===== src/rtl/iter_mul_pkg.sv =====
package iter_mul_pkg;
  localparam int unsigned PASS_N = 4;
  localparam int unsigned TAG_W  = 2;

  typedef logic [TAG_W-1:0] tag_t;

  typedef struct packed {
    logic n;
    logic z;
    logic v;
    logic c;
  } cc_t;
endpackage


===== src/rtl/mul_core16.sv =====
// Half-width signed multiplier with one output register stage.
module mul_core16 #(
  parameter int unsigned HALF_W = 16,
  localparam int unsigned IN_W  = HALF_W + 1,
  localparam int unsigned OUT_W = 2 * IN_W
) (
  input  logic                    clk_i,
  input  logic                    rst_ni,
  input  logic                    in_vld_i,
  input  iter_mul_pkg::tag_t      in_tag_i,
  input  logic signed [IN_W-1:0]  a_i,
  input  logic signed [IN_W-1:0]  b_i,
  output logic                    out_vld_o,
  output iter_mul_pkg::tag_t      out_tag_o,
  output logic signed [OUT_W-1:0] prod_o
);
  logic signed [OUT_W-1:0] prod_d;

  assign prod_d = a_i * b_i;

  always_ff @(posedge clk_i or negedge rst_ni) begin
    if (!rst_ni) begin
      out_vld_o <= 1'b0;
      out_tag_o <= '0;
      prod_o    <= '0;
    end else begin
      out_vld_o <= in_vld_i;
      if (in_vld_i) begin
        out_tag_o <= in_tag_i;
        prod_o    <= prod_d;
      end
    end
  end

  // passes arrive in issue order
  assert_tag_order_R3: assert property (@(posedge clk_i) disable iff (!rst_ni)
    out_vld_o && out_tag_o != iter_mul_pkg::tag_t'(iter_mul_pkg::PASS_N - 1)
      |=> out_vld_o && out_tag_o == $past(out_tag_o) + 1'b1);
endmodule


===== src/rtl/mul_seq.sv =====
// Pass sequencer: accepts start when idle, issues PASS_N passes, signals done.
module mul_seq (
  input  logic               clk_i,
  input  logic               rst_ni,
  input  logic               start_i,
  input  logic               last_acc_i,
  output logic               accept_o,
  output logic               busy_o,
  output logic               iss_vld_o,
  output iter_mul_pkg::tag_t iss_tag_o,
  output logic               done_o
);
  import iter_mul_pkg::*;

  localparam tag_t LAST_TAG = tag_t'(PASS_N - 1);

  assign accept_o = start_i && !busy_o;

  always_ff @(posedge clk_i or negedge rst_ni) begin
    if (!rst_ni) begin
      busy_o    <= 1'b0;
      iss_vld_o <= 1'b0;
      iss_tag_o <= '0;
      done_o    <= 1'b0;
    end else begin
      done_o <= last_acc_i;
      if (accept_o) begin
        busy_o    <= 1'b1;
        iss_vld_o <= 1'b1;
        iss_tag_o <= '0;
      end else begin
        if (last_acc_i) busy_o <= 1'b0;
        if (iss_vld_o) begin
          iss_tag_o <= iss_tag_o + 1'b1;
          if (iss_tag_o == LAST_TAG) iss_vld_o <= 1'b0;
        end
      end
    end
  end

  assert_done_pulse_R3: assert property (@(posedge clk_i) disable iff (!rst_ni)
    done_o |=> !done_o);

  assert_no_restart_R4: assert property (@(posedge clk_i) disable iff (!rst_ni)
    busy_o && start_i && iss_vld_o |=> iss_tag_o == $past(iss_tag_o) + 1'b1);
endmodule


===== src/rtl/mul_acc.sv =====
// 64-bit accumulator of shifted partial products.
module mul_acc #(
  parameter int unsigned OP_W   = 32,
  localparam int unsigned HALF_W = OP_W / 2,
  localparam int unsigned PP_W   = 2 * (HALF_W + 1),
  localparam int unsigned RES_W  = 2 * OP_W
) (
  input  logic                   clk_i,
  input  logic                   rst_ni,
  input  logic                   clr_i,
  input  logic                   add_vld_i,
  input  iter_mul_pkg::tag_t     add_tag_i,
  input  logic signed [PP_W-1:0] pp_i,
  output logic [RES_W-1:0]       acc_d_o,
  output logic [RES_W-1:0]       acc_q_o
);
  logic [RES_W-1:0] pp_ext;
  logic [RES_W-1:0] pp_shift;

  assign pp_ext = {{(RES_W-PP_W){pp_i[PP_W-1]}}, pp_i};

  always_comb begin
    unique case (add_tag_i)
      2'd0:    pp_shift = pp_ext;
      2'd3:    pp_shift = pp_ext << (2 * HALF_W);
      default: pp_shift = pp_ext << HALF_W;
    endcase
  end

  assign acc_d_o = acc_q_o + pp_shift;

  always_ff @(posedge clk_i or negedge rst_ni) begin
    if (!rst_ni)        acc_q_o <= '0;
    else if (clr_i)     acc_q_o <= '0;
    else if (add_vld_i) acc_q_o <= acc_d_o;
  end

  assert_hold_R8: assert property (@(posedge clk_i) disable iff (!rst_ni)
    !clr_i && !add_vld_i |=> $stable(acc_q_o));
endmodule


===== src/rtl/mul_flags.sv =====
// Condition flags taken from the low result word.
module mul_flags #(
  parameter int unsigned LO_W = 32
) (
  input  logic              clk_i,
  input  logic              rst_ni,
  input  logic              upd_i,
  input  logic [LO_W-1:0]   res_lo_i,
  output iter_mul_pkg::cc_t cc_o
);
  always_ff @(posedge clk_i or negedge rst_ni) begin
    if (!rst_ni) begin
      cc_o <= '0;
    end else if (upd_i) begin
      cc_o.n <= res_lo_i[LO_W-1];
      cc_o.z <= (res_lo_i == '0);
      cc_o.v <= 1'b0;
      cc_o.c <= 1'b0;
    end
  end

  assert_flags_keep_R6: assert property (@(posedge clk_i) disable iff (!rst_ni)
    !upd_i |=> $stable(cc_o));

  assert_vc_clear_R5: assert property (@(posedge clk_i) disable iff (!rst_ni)
    upd_i |=> !cc_o.v && !cc_o.c);
endmodule


===== src/rtl/iter_mul32.sv =====
module iter_mul32 #(
  parameter int unsigned OP_W = 32,
  localparam int unsigned HALF_W = OP_W / 2,
  localparam int unsigned IN_W   = HALF_W + 1,
  localparam int unsigned PP_W   = 2 * IN_W,
  localparam int unsigned RES_W  = 2 * OP_W
) (
  input  logic             clk_i,
  input  logic             rst_ni,
  input  logic             start_i,
  input  logic [OP_W-1:0]  op_a_i,
  input  logic [OP_W-1:0]  op_b_i,
  input  logic             signed_i,
  input  logic             flag_en_i,
  output logic [RES_W-1:0] product_o,
  output logic             done_o,
  output logic             flag_n_o,
  output logic             flag_z_o,
  output logic             flag_v_o,
  output logic             flag_c_o
);
  import iter_mul_pkg::*;

  localparam tag_t LAST_TAG = tag_t'(PASS_N - 1);

  logic              accept, busy, iss_vld, core_vld, last_acc;
  tag_t              iss_tag, core_tag;
  logic [OP_W-1:0]   a_q, b_q;
  logic              sgn_q, fen_q;
  logic signed [IN_W-1:0] a_half, b_half;
  logic signed [PP_W-1:0] pp;
  logic [RES_W-1:0]  acc_d, acc_q;
  cc_t               cc;

  always_ff @(posedge clk_i or negedge rst_ni) begin
    if (!rst_ni) begin
      a_q   <= '0;
      b_q   <= '0;
      sgn_q <= 1'b0;
      fen_q <= 1'b0;
    end else if (accept) begin
      a_q   <= op_a_i;
      b_q   <= op_b_i;
      sgn_q <= signed_i;
      fen_q <= flag_en_i;
    end
  end

  // tag[1] picks the half of A, tag[0] the half of B; upper halves carry sign
  function automatic logic signed [IN_W-1:0] pick_half(
      input logic [OP_W-1:0] v, input logic hi, input logic sg);
    if (hi) return {sg & v[OP_W-1], v[OP_W-1:HALF_W]};
    else    return {1'b0, v[HALF_W-1:0]};
  endfunction

  assign a_half   = pick_half(a_q, iss_tag[1], sgn_q);
  assign b_half   = pick_half(b_q, iss_tag[0], sgn_q);
  assign last_acc = core_vld && (core_tag == LAST_TAG);

  mul_seq u_seq (
    .clk_i      (clk_i),
    .rst_ni     (rst_ni),
    .start_i    (start_i),
    .last_acc_i (last_acc),
    .accept_o   (accept),
    .busy_o     (busy),
    .iss_vld_o  (iss_vld),
    .iss_tag_o  (iss_tag),
    .done_o     (done_o)
  );

  mul_core16 #(.HALF_W(HALF_W)) u_core (
    .clk_i     (clk_i),
    .rst_ni    (rst_ni),
    .in_vld_i  (iss_vld),
    .in_tag_i  (iss_tag),
    .a_i       (a_half),
    .b_i       (b_half),
    .out_vld_o (core_vld),
    .out_tag_o (core_tag),
    .prod_o    (pp)
  );

  mul_acc #(.OP_W(OP_W)) u_acc (
    .clk_i     (clk_i),
    .rst_ni    (rst_ni),
    .clr_i     (accept),
    .add_vld_i (core_vld),
    .add_tag_i (core_tag),
    .pp_i      (pp),
    .acc_d_o   (acc_d),
    .acc_q_o   (acc_q)
  );

  mul_flags #(.LO_W(OP_W)) u_flags (
    .clk_i    (clk_i),
    .rst_ni   (rst_ni),
    .upd_i    (last_acc && fen_q),
    .res_lo_i (acc_d[OP_W-1:0]),
    .cc_o     (cc)
  );

  assign product_o = acc_q;
  assign flag_n_o  = cc.n;
  assign flag_z_o  = cc.z;
  assign flag_v_o  = cc.v;
  assign flag_c_o  = cc.c;

  assert_ops_frozen_R4: assert property (@(posedge clk_i) disable iff (!rst_ni)
    busy |=> $stable(a_q) && $stable(b_q) && $stable(sgn_q));

  assert_done_after_last_R3: assert property (@(posedge clk_i) disable iff (!rst_ni)
    last_acc |=> done_o && !busy);

  assert_flag_n_R5: assert property (@(posedge clk_i) disable iff (!rst_ni)
    done_o && fen_q |-> flag_n_o == product_o[OP_W-1]);
endmodule


===== config.mk =====
export PLATFORM = sky130hd
export DESIGN_NAME = iter_mul32
export DESIGN_NICKNAME = d
export VERILOG_FILES = /design/src/rtl/iter_mul_pkg.sv /design/src/rtl/mul_core16.sv /design/src/rtl/mul_seq.sv /design/src/rtl/mul_acc.sv /design/src/rtl/mul_flags.sv /design/src/rtl/iter_mul32.sv
export SDC_FILE = /design/constraint.sdc
export NUM_CORES = 1
export LEC_CHECK = 0
export ABC_AREA = 0
export BUFFER_PORTS_ARGS = -buffer_cell sky130_fd_sc_hd__buf_2
export CAP_MARGIN = 20
export CORE_UTILIZATION = 46
export DETAILED_ROUTE_END_ITERATION = 8
export SLEW_MARGIN = 20
export SYNTH_ARGS = -nofsm -noshare
export SYNTH_HDL_FRONTEND = slang
export SYNTH_SLANG_ARGS = --single-unit

===== constraint.sdc =====
create_clock -name clk_i -period 14.7 [get_ports clk_i]
set_input_delay 2.94 -clock clk_i [delete_from_list [all_inputs] [get_ports clk_i]]
set_output_delay 2.94 -clock clk_i [all_outputs]
set_load 0.02 [all_outputs]

==> results of run 1 <==
==> critical path, stage by stage, from the launching register on <==
cell and delay, ns:
dfrtp_2 0.52, buf_4 0.46, mux2i_1 0.86, nor2_1 0.15
fa_1 0.53, inv_1 0.05, fa_1 0.47, inv_1 0.05
fa_1 0.50, inv_1 0.06, fa_1 0.53, inv_1 0.05
fa_1 0.47, inv_1 0.05, fa_1 0.48, inv_1 0.05
ha_1 0.34, and4_1 0.23, a21oi_1 0.13, o21ai_0 0.09
a31oi_1 0.46, o21a_1 0.24, a31oi_1 0.16, nand4_1 0.18
nand3b_1 0.10, a21oi_1 0.20, xor2_1 0.16, mux2i_1 0.09
==> area by class of cell <==
type,instances,share of cell area
Antenna cell,1,0.0001052
Clock buffer,19,0.01903
Clock inverter,13,0.004469
Inverter,355,0.05600
Multi-Input combinational cell,1882,0.6693
Sequential cell,174,0.1831
Tap cell,607,0.03192
Timing Repair Buffer,158,0.03602
==> cells in the final DEF (no fill, tap or decap), types with 56 or more instances in the layout <==
| master | synthesis | routed |
|---|---|---|
| a21o_1 | 56 | 56 |
| a21oi_1 | 145 | 145 |
| buf_2 | 6 | 134 |
| dfrtp_1 | 174 | 171 |
| fa_1 | 298 | 298 |
| ha_1 | 150 | 150 |
| inv_1 | 354 | 354 |
| mux2i_1 | 74 | 71 |
| nand2_1 | 431 | 430 |
| nor2_1 | 234 | 234 |
| o21ai_0 | 69 | 69 |
| xnor2_1 | 65 | 65 |
==> kinds of logic after synthesis <==
logic type	Yosys count	synth area share
buffers and inverters	464	0.08152
xor gates and xnor gates	92	0.03654
muxes	116	0.05503
DFF	174	0.1974
AOI/OAI and AO/OA	406	0.1177
and+or+nand+nor	818	0.1561
adders and majority gates	448	0.3556
other	1	0.0001700
==> sequential cells by signal, indices dropped and copies added, names as in the netlist <==
register          cells
u_acc.acc_q_o        64
b_q                  32
u_seq.iss_tag_o       2
sgn_q                 1
u_seq.busy_o          1
u_seq.done_o          1
u_seq.iss_vld_o       1
u_core.out_tag_o      2
a_q                  32
fen_q                 1
u_core.out_vld_o      1
u_core.prod_o        34
u_flags.cc_o          2
==> Yosys cell counts (42+ instances only) <==
library cell / count / area, um2
mux2_2: 42 / 473.0
nor2_1: 234 / 878.3
clkbuf_1: 88 / 330.3
a21oi_1: 145 / 725.7
dfrtp_1: 174 / 4354
xnor2_1: 65 / 569.3
o21ai_0: 69 / 345.3
fa_1: 298 / 5966
inv_1: 354 / 1329
ha_1: 150 / 1877
mux2i_1: 74 / 740.7
a21o_1: 56 / 420.4
nand2_1: 431 / 1618
==> metal layers <==
metal | vias to the layer above | share of wire | global-route usage
met4 | 2 | 0.026 | 0.09136
met3 | 104 | 0.060 | 0.05059
li1 | 8235 | - | -
met2 | 530 | 0.46 | 0.4287
met1 | 8898 | 0.45 | 0.3720
met5 | - | 0.00020 | 0
==> through the flow <==
| stage | setup slack (ns) | util | hold WS, ns | instances |
|---|---|---|---|---|
| floorplan | 7.504 | - | 0.3704 | 2520 |
| global placement | 6.924 | 0.4945 | 0.4585 | 3175 |
| detailed placement | 6.794 | 0.4946 | 0.4690 | 3175 |
| CTS | 6.748 | 0.5065 | 0.4852 | 3207 |
| global route | 6.400 | 0.5068 | 0.5212 | 3208 |
| finish | 6.854 | 0.5068 | 0.4764 | 3209 |
==> worst paths after layout <==
check                                    from                 to  slack (ns)  depth (start not counted)
setup / recovery           u_seq.iss_tag_o[1]  u_core.prod_o[31]        6.85                         27
setup reg to reg           u_seq.iss_tag_o[1]  u_core.prod_o[31]        6.85                         27
hold / removal                         b_q[1]             b_q[1]        0.48                          2
max in group asynchronous              rst_ni   u_core.out_vld_o       10.71                          2
hold reg to reg                        b_q[1]             b_q[1]        0.48                          2
min in group asynchronous              rst_ni  u_acc.acc_q_o[32]        2.47                          1
==> flow_summary_export.csv, run 1 <==
group,metric,value,unit
place,place_congestion,0.9412,
grt,track_usage,0.2703,
final_layout,fin_nets,3105,
final_layout,fin_area,23800,um2
sta,clock-skew-final,0.01165,ns
grt,first_global_vias,17728,
floorplan,core_area,46950,um2
synthesis,synth_area,22050,um2
route,vias_per_cell,5.537,
worst_setup_path,arrival,8.19,ns
clocking,clockBufferDepth,2,
sta,period_minus_slack,7.846,ns
status,status,"complete, no violations",
grt,grt_pass1_wl,100900,um
clocking,cts_resized,0,
clocking,cts_buffers,17,
floorplan,num_io_pins,138,
floorplan,die_x,221.0,um
final_layout,drive_above_1_share,0.1015,
sta,max_clock_freq,127.5,MHz
worst_setup_path,worstSetupEndpointType,"flop",
final_layout,areaGrowthSynthToFinish,7.897,%
clocking,postCtsSetupBuffers,0,
route,vias,17769,
final_layout,nFillCells,4443,
grt,overflow,0,
clocking,clk_latency,0.50,ns
floorplan,rows,79,
synthesis,ys_async_sr_fraction,1.000,
clocking,path_clk_slew,0.07,ns
route,routed_wl,64430,um
grt,antenna_found_initial,1,
clocking,cts_tree,"built",
final_layout,multi_input_area,15930,um2
grt,grt_max_degree,103,
synthesis,yosysUniqueCellTypes,77,
synthesis,synth-edff-count,0,
worst_setup_path,path_max_fanout,27,
route,dr.pass1.iters,5,
sta,rsz0062_at_grt,"false",
place,placed_area,23220,um2
clocking,cts.sinks,174,
clocking,ctsHtreeMaxLevel,4,
place,portBuffers,135,
worst_setup_path,critPathKind,"reg -> reg",
route,wire_per_inst,20.08,um
final_layout,seq_area,4358,um2
sta,fin_setup_tns,0,ns
sta,maxSlewViolCount,0,
worst_setup_path,critical_path_required,15.04,ns
synthesis,avgSynthCellArea,8.755,um2
place,hpwl,52930,um
sta,period_share,0.5338,
run,drv_cap,0,
synthesis,ys_seq_elements,174,
sta,worstMarginPinSlew,1.192,ns
floorplan,die-area,48830,um2
route,drc,0,
sta,setup_viol,0,
synthesis,ys_warn_count,0,
clocking,root_buffer,"clkbuf_16",
worst_hold_path,hold_class,"reg -> reg",
floorplan,start_util,0.4697,
synthesis,syn_inst,2519,
clocking,hold_buffers,0,
sta,hold_viol_final,0,
worst_setup_path,critPathLaunchType,"flop",
sta,slew_headroom,0.1823,
synthesis,yosysSeqAreaShare,0.1974,
synthesis,ys.flop_type,"dfrtp_1",
route,ant_nets,0,
floorplan,die_y,221.0,um
route,drt-initial-drc-count,1403,
Power of run 1 is left out: the tool's default activity adds up to more than one toggle a clock period on the data nets, which glitch-free logic cannot reach.
==> inputs of run 2 (changes only) <==
--- a/config.mk
+++ b/config.mk
@@ -5,7 +5,7 @@
 export SDC_FILE = /design/constraint.sdc
 export NUM_CORES = 1
 export LEC_CHECK = 0
-export ABC_AREA = 0
+export ABC_AREA = 1
 export BUFFER_PORTS_ARGS = -buffer_cell sky130_fd_sc_hd__buf_2
 export CAP_MARGIN = 20
 export CORE_UTILIZATION = 46
==> constraint.sdc (replaced) <==
create_clock -name clk_i -period 7.3 [get_ports clk_i]
set_input_delay 1.46 -clock clk_i [delete_from_list [all_inputs] [get_ports clk_i]]
set_output_delay 1.46 -clock clk_i [all_outputs]
set_load 0.02 [all_outputs]
==> flow_summary_export.csv, run 2 <==
group,metric,value,unit
status,status,"complete, no violations",
synthesis,synth_mux_area_frac,0,
route,wire_per_inst,19.95,um
worst_setup_path,reg2reg_slack,0.21,ns
worst_hold_path,hold_class,"reg -> reg",
worst_setup_path,critical_path_required,7.66,ns
route,dr.pass1.iters,5,
clocking,path_clk_slew,0.09,ns
route,routed_wl,83180,um
floorplan,start_util,0.4663,
route,drc,0,
synthesis,syn_inst,3360,
route,vias,21945,
floorplan,die_y,230.0,um
sta,hold_viol_final,0,
sta,period_minus_slack,7.094,ns
final_layout,multi_input_area,16550,um2
sta,rsz0062_at_grt,"false",
run,drv_cap,0,
grt,overflow,0,
grt,grt_pass1_wl,129300,um
final_layout,fin_util,0.5096,
final_layout,layout.cells.most_common,"nand2_1",
worst_setup_path,worstSetupEndpointType,"flop",
sta,max_clock_freq,141.0,MHz
place,dp_cells,4137,
synthesis,synth_top_family_by_area,"adder cells",
floorplan,rows,83,
worst_setup_path,arrival,7.45,ns
synthesis,synth_common_cells,"nand2_1 (967), inv_1 (707), fa_1 (298)",
sta,maxSlewViolCount,0,
final_layout,mostFrequentLayoutCells,"nand2_1 (966), inv_1 (704), fa_1 (298)",
grt,track_usage,0.3240,
worst_setup_path,ff2ff_path_depth,24,
grt,grt_max_degree,99,
floorplan,die-area,52920,um2
sta,slew_headroom,0.2715,
worst_setup_path,r2r_start,"u_seq.iss_tag_o[1]",
worst_setup_path,critPathLaunchType,"flop",
final_layout,fin_cells,4169,
synthesis,synth_area,23920,um2
worst_setup_path,startpoint,"u_seq.iss_tag_o[1]",
route,ant_nets,0,
sta,worstMarginPinSlew,1.090,ns
floorplan,core_area,51300,um2
synthesis,synth-edff-count,0,
final_layout,top_register,"u_acc.acc_q_o",
clocking,postCtsSetupBuffers,0,
synthesis,synth_compound_area_frac,0.09169,
sta,hold_slack,0.4814,ns
final_layout,drive_above_1_share,0.08455,
clocking,cts_tree,"built",
floorplan,num_io_pins,138,
clocking,root_buffer,"clkbuf_16",
final_layout,seq_area,4354,um2
synthesis,synth_top_area_cell,"fa_1",
place,place_congestion,0.9917,
final_layout,biggestRegsByFlops,"u_acc.acc_q_o x64, u_core.prod_o x34",
synthesis,yosysUniqueCellTypes,50,
final_layout,fin_nets,3993,
final_layout,num_antenna_cells,0,
worst_setup_path,r2r_end,"u_core.prod_o[25]",
place,portBuffers,135,
sta,period_share,0.9717,
synthesis,avgSynthCellArea,7.120,um2
route,vias_per_cell,5.264,
route,drt-initial-drc-count,1478,
synthesis,ys_async_sr_fraction,1.000,
synthesis,ys_warn_count,0,
synthesis,yosys-top-cells-area,"fa_1 (25%), dfrtp_1 (18%), nand2_1 (15%)",
synthesis,ys.flop_type,"dfrtp_1",
grt,antenna_found_initial,0,
floorplan,die_x,230.0,um
synthesis,yosysSeqAreaShare,0.1820,
final_layout,largest_reg_flops,64,
synthesis,synth_top_area_share,0.2494,
worst_setup_path,path_max_fanout,29,
final_layout,nFillCells,5243,
clocking,ctsHtreeMaxLevel,4,
synthesis,synthSimpleGateAreaFrac,0.2578,
worst_hold_path,holdPathStages,2,
synthesis,synth_most_common_cell,"nand2_1",
synthesis,yosys.area_share.adder,0.3278,
final_layout,areaGrowthSynthToFinish,9.295,%
clocking,cts.sinks,174,
place,hpwl,69410,um
synthesis,synthXorXnorAreaFrac,0.01318,
clocking,cts_buffers,17,
clocking,clk_latency,0.50,ns
worst_setup_path,critPathKind,"reg -> reg",
sta,setup_viol,0,
grt,first_global_vias,22348,
synthesis,ys_seq_elements,174,
sta,clock-skew-final,0.02483,ns
worst_setup_path,worstSetupEndpoint,"u_core.prod_o[25]",
clocking,clockBufferDepth,2,
==> run 2: cell types whose count changed after synthesis, sizes merged, moves of 48 or more <==
cell | previous run | this run
o21ai | 75 | 191
mux2i | 74 | 0
inv | 354 | 709
nor2 | 234 | 304
xnor2 | 65 | 17
nand3 | 25 | 129
nand2 | 431 | 987
==> run 2: how the worst min path moves through the flow <==
| stage | startpoint | end | slack [ns] |
|---|---|---|---|
| after global routing | a_q[12] | a_q[12] | 0.50 |
| after CTS | a_q[12] | a_q[12] | 0.48 |
| final | b_q[10] | b_q[10] | 0.48 |
| after global placement | a_q[12] | a_q[12] | 0.46 |
| after floorplan | u_seq.iss_vld_o | u_core.out_vld_o | 0.41 |
| after detailed placement | a_q[12] | a_q[12] | 0.46 |
==> run 2: worst max-delay path, cell delays in order (launching register included) <==
cell,delay (ns)
dfrtp_1,0.48
buf_12,0.20
nand2_1,0.10
o21ai_1,0.15
inv_1,0.51
nand2_1,0.17
fa_1,0.53
fa_1,0.54
inv_1,0.05
fa_1,0.49
fa_1,0.55
fa_1,0.50
inv_1,0.05
fa_1,0.48
inv_1,0.04
ha_1,0.34
nand2_1,0.13
nor2_1,0.40
nand2_1,0.14
o21ai_2,0.39
a21oi_1,0.23
o21ai_1,0.17
nand2_1,0.08
nand3_1,0.12
o21ai_0,0.09
==> run 2: area by class of cell <==
cell class / count / share of cell area
Clock inverter: 15 / 0.008375
Tap cell: 680 / 0.03254
Inverter: 717 / 0.1029
Sequential cell: 174 / 0.1665
Timing Repair Buffer: 182 / 0.04015
Multi-Input combinational cell: 2384 / 0.6332
Clock buffer: 17 / 0.01627
==> run 2: logic make-up after synthesis <==
group           after synthesis
fa+ha+maj                   448
buf+inv                     803
xor+xnor                     36
other cells                   1
flops                       174
simple gates               1509
compound gates              389
==> run 2: repair_timing <==
item / CTS / global route
resized for setup: 1 / 7
setup endpoints to repair: 2 / 6
hold buffers: 0 / 0
pin swaps: 0 / 0
cloned: 0 / 0
==> run 2: metrics by stage <==
stage	setup slack, ns	cell area, um2	setup TNS (ns)
CTS	0.06950	26120	0
floorplan	1.021	23930	0
detailed placement	-0.1664	25480	-0.2354
global route	0.003002	26150	0
finish	0.2064	26150	0
global placement	-0.2348	25480	-0.3379
==> run 2: per-layer routing <==
| layer | vias to the layer above | part of all wire | global-route usage |
|---|---|---|---|
| met3 | 141 | 0.050 | 0.04477 |
| met5 | - | 0 | 0 |
| met1 | 10693 | 0.43 | 0.4139 |
| li1 | 10424 | - | - |
| met2 | 687 | 0.49 | 0.5641 |
| met4 | 0 | 0.032 | 0.1037 |
Power of run 2 is left out for the same reason.
==> inputs of run 3 (changes only) <==
--- a/config.mk
+++ b/config.mk
@@ -9,8 +9,8 @@
 export BUFFER_PORTS_ARGS = -buffer_cell sky130_fd_sc_hd__buf_2
 export CAP_MARGIN = 20
 export CORE_UTILIZATION = 46
+export CTS_CLUSTER_SIZE = 10
 export DETAILED_ROUTE_END_ITERATION = 8
-export SLEW_MARGIN = 20
 export SYNTH_ARGS = -nofsm -noshare
 export SYNTH_HDL_FRONTEND = slang
 export SYNTH_SLANG_ARGS = --single-unit
==> constraint.sdc (replaced) <==
create_clock -name clk_i -period 7.3 [get_ports clk_i]
set_input_delay 0.73 -clock clk_i [delete_from_list [all_inputs] [get_ports clk_i]]
set_output_delay 0.73 -clock clk_i [all_outputs]
set_load 0.02 [all_outputs]
==> flow_summary_export.csv, run 3 (synthesis results as in run 2) <==
group,metric,value,unit
sta,fin_setup_tns,0,ns
route,wire_per_inst,20.01,um
worst_setup_path,worstSetupEndpointType,"flop",
sta,hold_viol_final,0,
floorplan,num_io_pins,138,
grt,overflow,0,
sta,period_share,0.9652,
final_layout,fin_util,0.5083,
route,dr.pass1.iters,5,
final_layout,biggestRegsByFlops,"u_acc.acc_q_o x64, u_core.prod_o x34",
final_layout,top_register,"u_acc.acc_q_o",
clocking,root_buffer,"clkbuf_16",
grt,grt_pass1_wl,129400,um
worst_setup_path,critical_path_required,7.65,ns
worst_setup_path,cp_cell_sequence,"buf_4 > o21ai_1 > inv_1 > nand2_1 > fa_1 > fa_1 > inv_1 > fa_1 > fa_1 > fa_1 > inv_1 > fa_1 > inv_1 > ha_1 > nand2_1 > nor2_1 > nand2_1 > o21ai_2 > a21oi_1 > o21ai_1 > nand2_1 > nand3_1 > o21ai_0",
clocking,path_clk_slew,0.09,ns
final_layout,num_antenna_cells,0,
final_layout,fin_cells,4170,
floorplan,start_util,0.4663,
worst_setup_path,critPathKind,"reg -> reg",
run,drv_cap,0,
route,wl_met1,35310,um
floorplan,die-area,52920,um2
clocking,cts.sinks,174,
grt,antenna_found_initial,0,
floorplan,core_area,51300,um2
place,hpwl,69210,um
route,vias,21788,
floorplan,die_y,230.0,um
worst_setup_path,critPathTopFamily,"adder cells",
final_layout,areaGrowthSynthToFinish,9.007,%
final_layout,layout.cells.most_common,"nand2_1",
place,place_congestion,0.9762,
route,met2_length,40370,um
sta,rsz0062_at_grt,"true",
route,ant_nets,0,
sta,slew_headroom,0.3078,
clocking,clk_latency,0.50,ns
worst_setup_path,cpMostUsedCell,"fa_1",
final_layout,mostFrequentLayoutCells,"nand2_1 (966), inv_1 (704), fa_1 (298)",
worst_setup_path,path_max_fanout,29,
route,drc,0,
sta,period_minus_slack,7.046,ns
route,top_layer,"met4",
floorplan,die_x,230.0,um
route,routed_wl,83460,um
worst_setup_path,crit_path_max_incr_delay,0.56,ns
clocking,ctsHtreeMaxLevel,4,
worst_hold_path,hold_class,"in -> async",
worst_setup_path,critPathLaunchType,"flop",
grt,first_global_vias,22462,
sta,maxSlewViolCount,0,
sta,worstMarginPinSlew,1.038,ns
route,vias_per_cell,5.225,
status,status,"complete, no violations",
final_layout,fin_nets,3994,
clocking,cts_buffers,17,
place,portBuffers,135,
grt,track_usage,0.3246,
route,drt-initial-drc-count,1385,
worst_setup_path,cp_slowest_cell,"fa_1",
sta,clock-skew-final,0.01859,ns
sta,setup_viol,0,
final_layout,drive_above_1_share,0.08424,
grt,grt_max_degree,106,
route,dr_wl_met3,4311,um
clocking,cts_tree,"built",
place,placed_area,25460,um2
sta,max_clock_freq,141.9,MHz
clocking,clockBufferDepth,2,
place,dp_cells,4136,
floorplan,rows,83,
final_layout,largest_reg_flops,64,
final_layout,fin_area,26080,um2
worst_setup_path,arrival,7.40,ns
worst_setup_path,worst-path-buf-inv,5,
## run 3: changes by cell type in the layout (fill, tap and decap cells not counted), sizes merged
cell / delta
clkinvlp: +2
inv: -2
clkbuf: +2
clkinv: -1
## run 3: repair_timing
action | in CTS | in global routing
gates resized for setup | 0 | 4
buffers inserted | 0 | 0
hold buffers | 0 | 0
endpoints found under the setup margin | 0 | 6
## run 3: layout make-up
class                           count  area, um2
Inverter                          717       2691
Clock buffer                       18      439.2
Timing Repair Buffer              183       1075
Tap cell                          680      850.8
Fill cell                        5343      25230
Multi-Input combinational cell   2384      16540
Sequential cell                   174       4354
Clock inverter                     14      128.9
## run 3: final timing paths
| path | from | endpoint | slack, ns | cells past startpoint |
|---|---|---|---|---|
| worst min-delay path | rst_ni | u_acc.acc_q_o[11] | 0.29 | 1 |
| worst max-delay path | u_seq.iss_tag_o[1] | u_core.prod_o[25] | 0.25 | 23 |
| max in group asynchronous | rst_ni | u_core.prod_o[30] | 5.38 | 2 |
| worst min register to register | a_q[6] | a_q[6] | 0.48 | 2 |
| worst max register to register | u_seq.iss_tag_o[1] | u_core.prod_o[25] | 0.25 | 23 |
| min in group clk_i | op_a_i[14] | a_q[14] | 0.43 | 3 |
## run 3: metrics by stage
step	setup slack (ns)	hold WS, ns
2_1_floorplan	1.021	0.4146
3_3_place_gp	0.1254	0.4576
3_5_place_dp	0.05671	0.4620
4_1_cts	0.07195	0.3447
5_1_grt	-0.04499	0.3659
6_report	0.2542	0.2928
## run 3: metal layers
layer  track usage  vias up
li1              -    10417
met1        0.4119    10567
met2        0.5525      662
met3       0.04613      142
met4        0.1360        0
met5             0        -
## run 3: worst reg2reg max path, cell delays in order, from the launching register on
cell     delay, ns
dfrtp_1       0.45
buf_4         0.33
o21ai_1       0.20
inv_1         0.54
nand2_1       0.18
fa_1          0.55
fa_1          0.55
inv_1         0.05
fa_1          0.54
fa_1          0.56
fa_1          0.50
inv_1         0.05
fa_1          0.47
inv_1         0.04
ha_1          0.35
nand2_1       0.13
nor2_1        0.30
nand2_1       0.12
o21ai_2       0.34
a21oi_1       0.22
o21ai_1       0.16
nand2_1       0.06
nand3_1       0.13
o21ai_0       0.10
Power of run 3 is left out for the same reason.
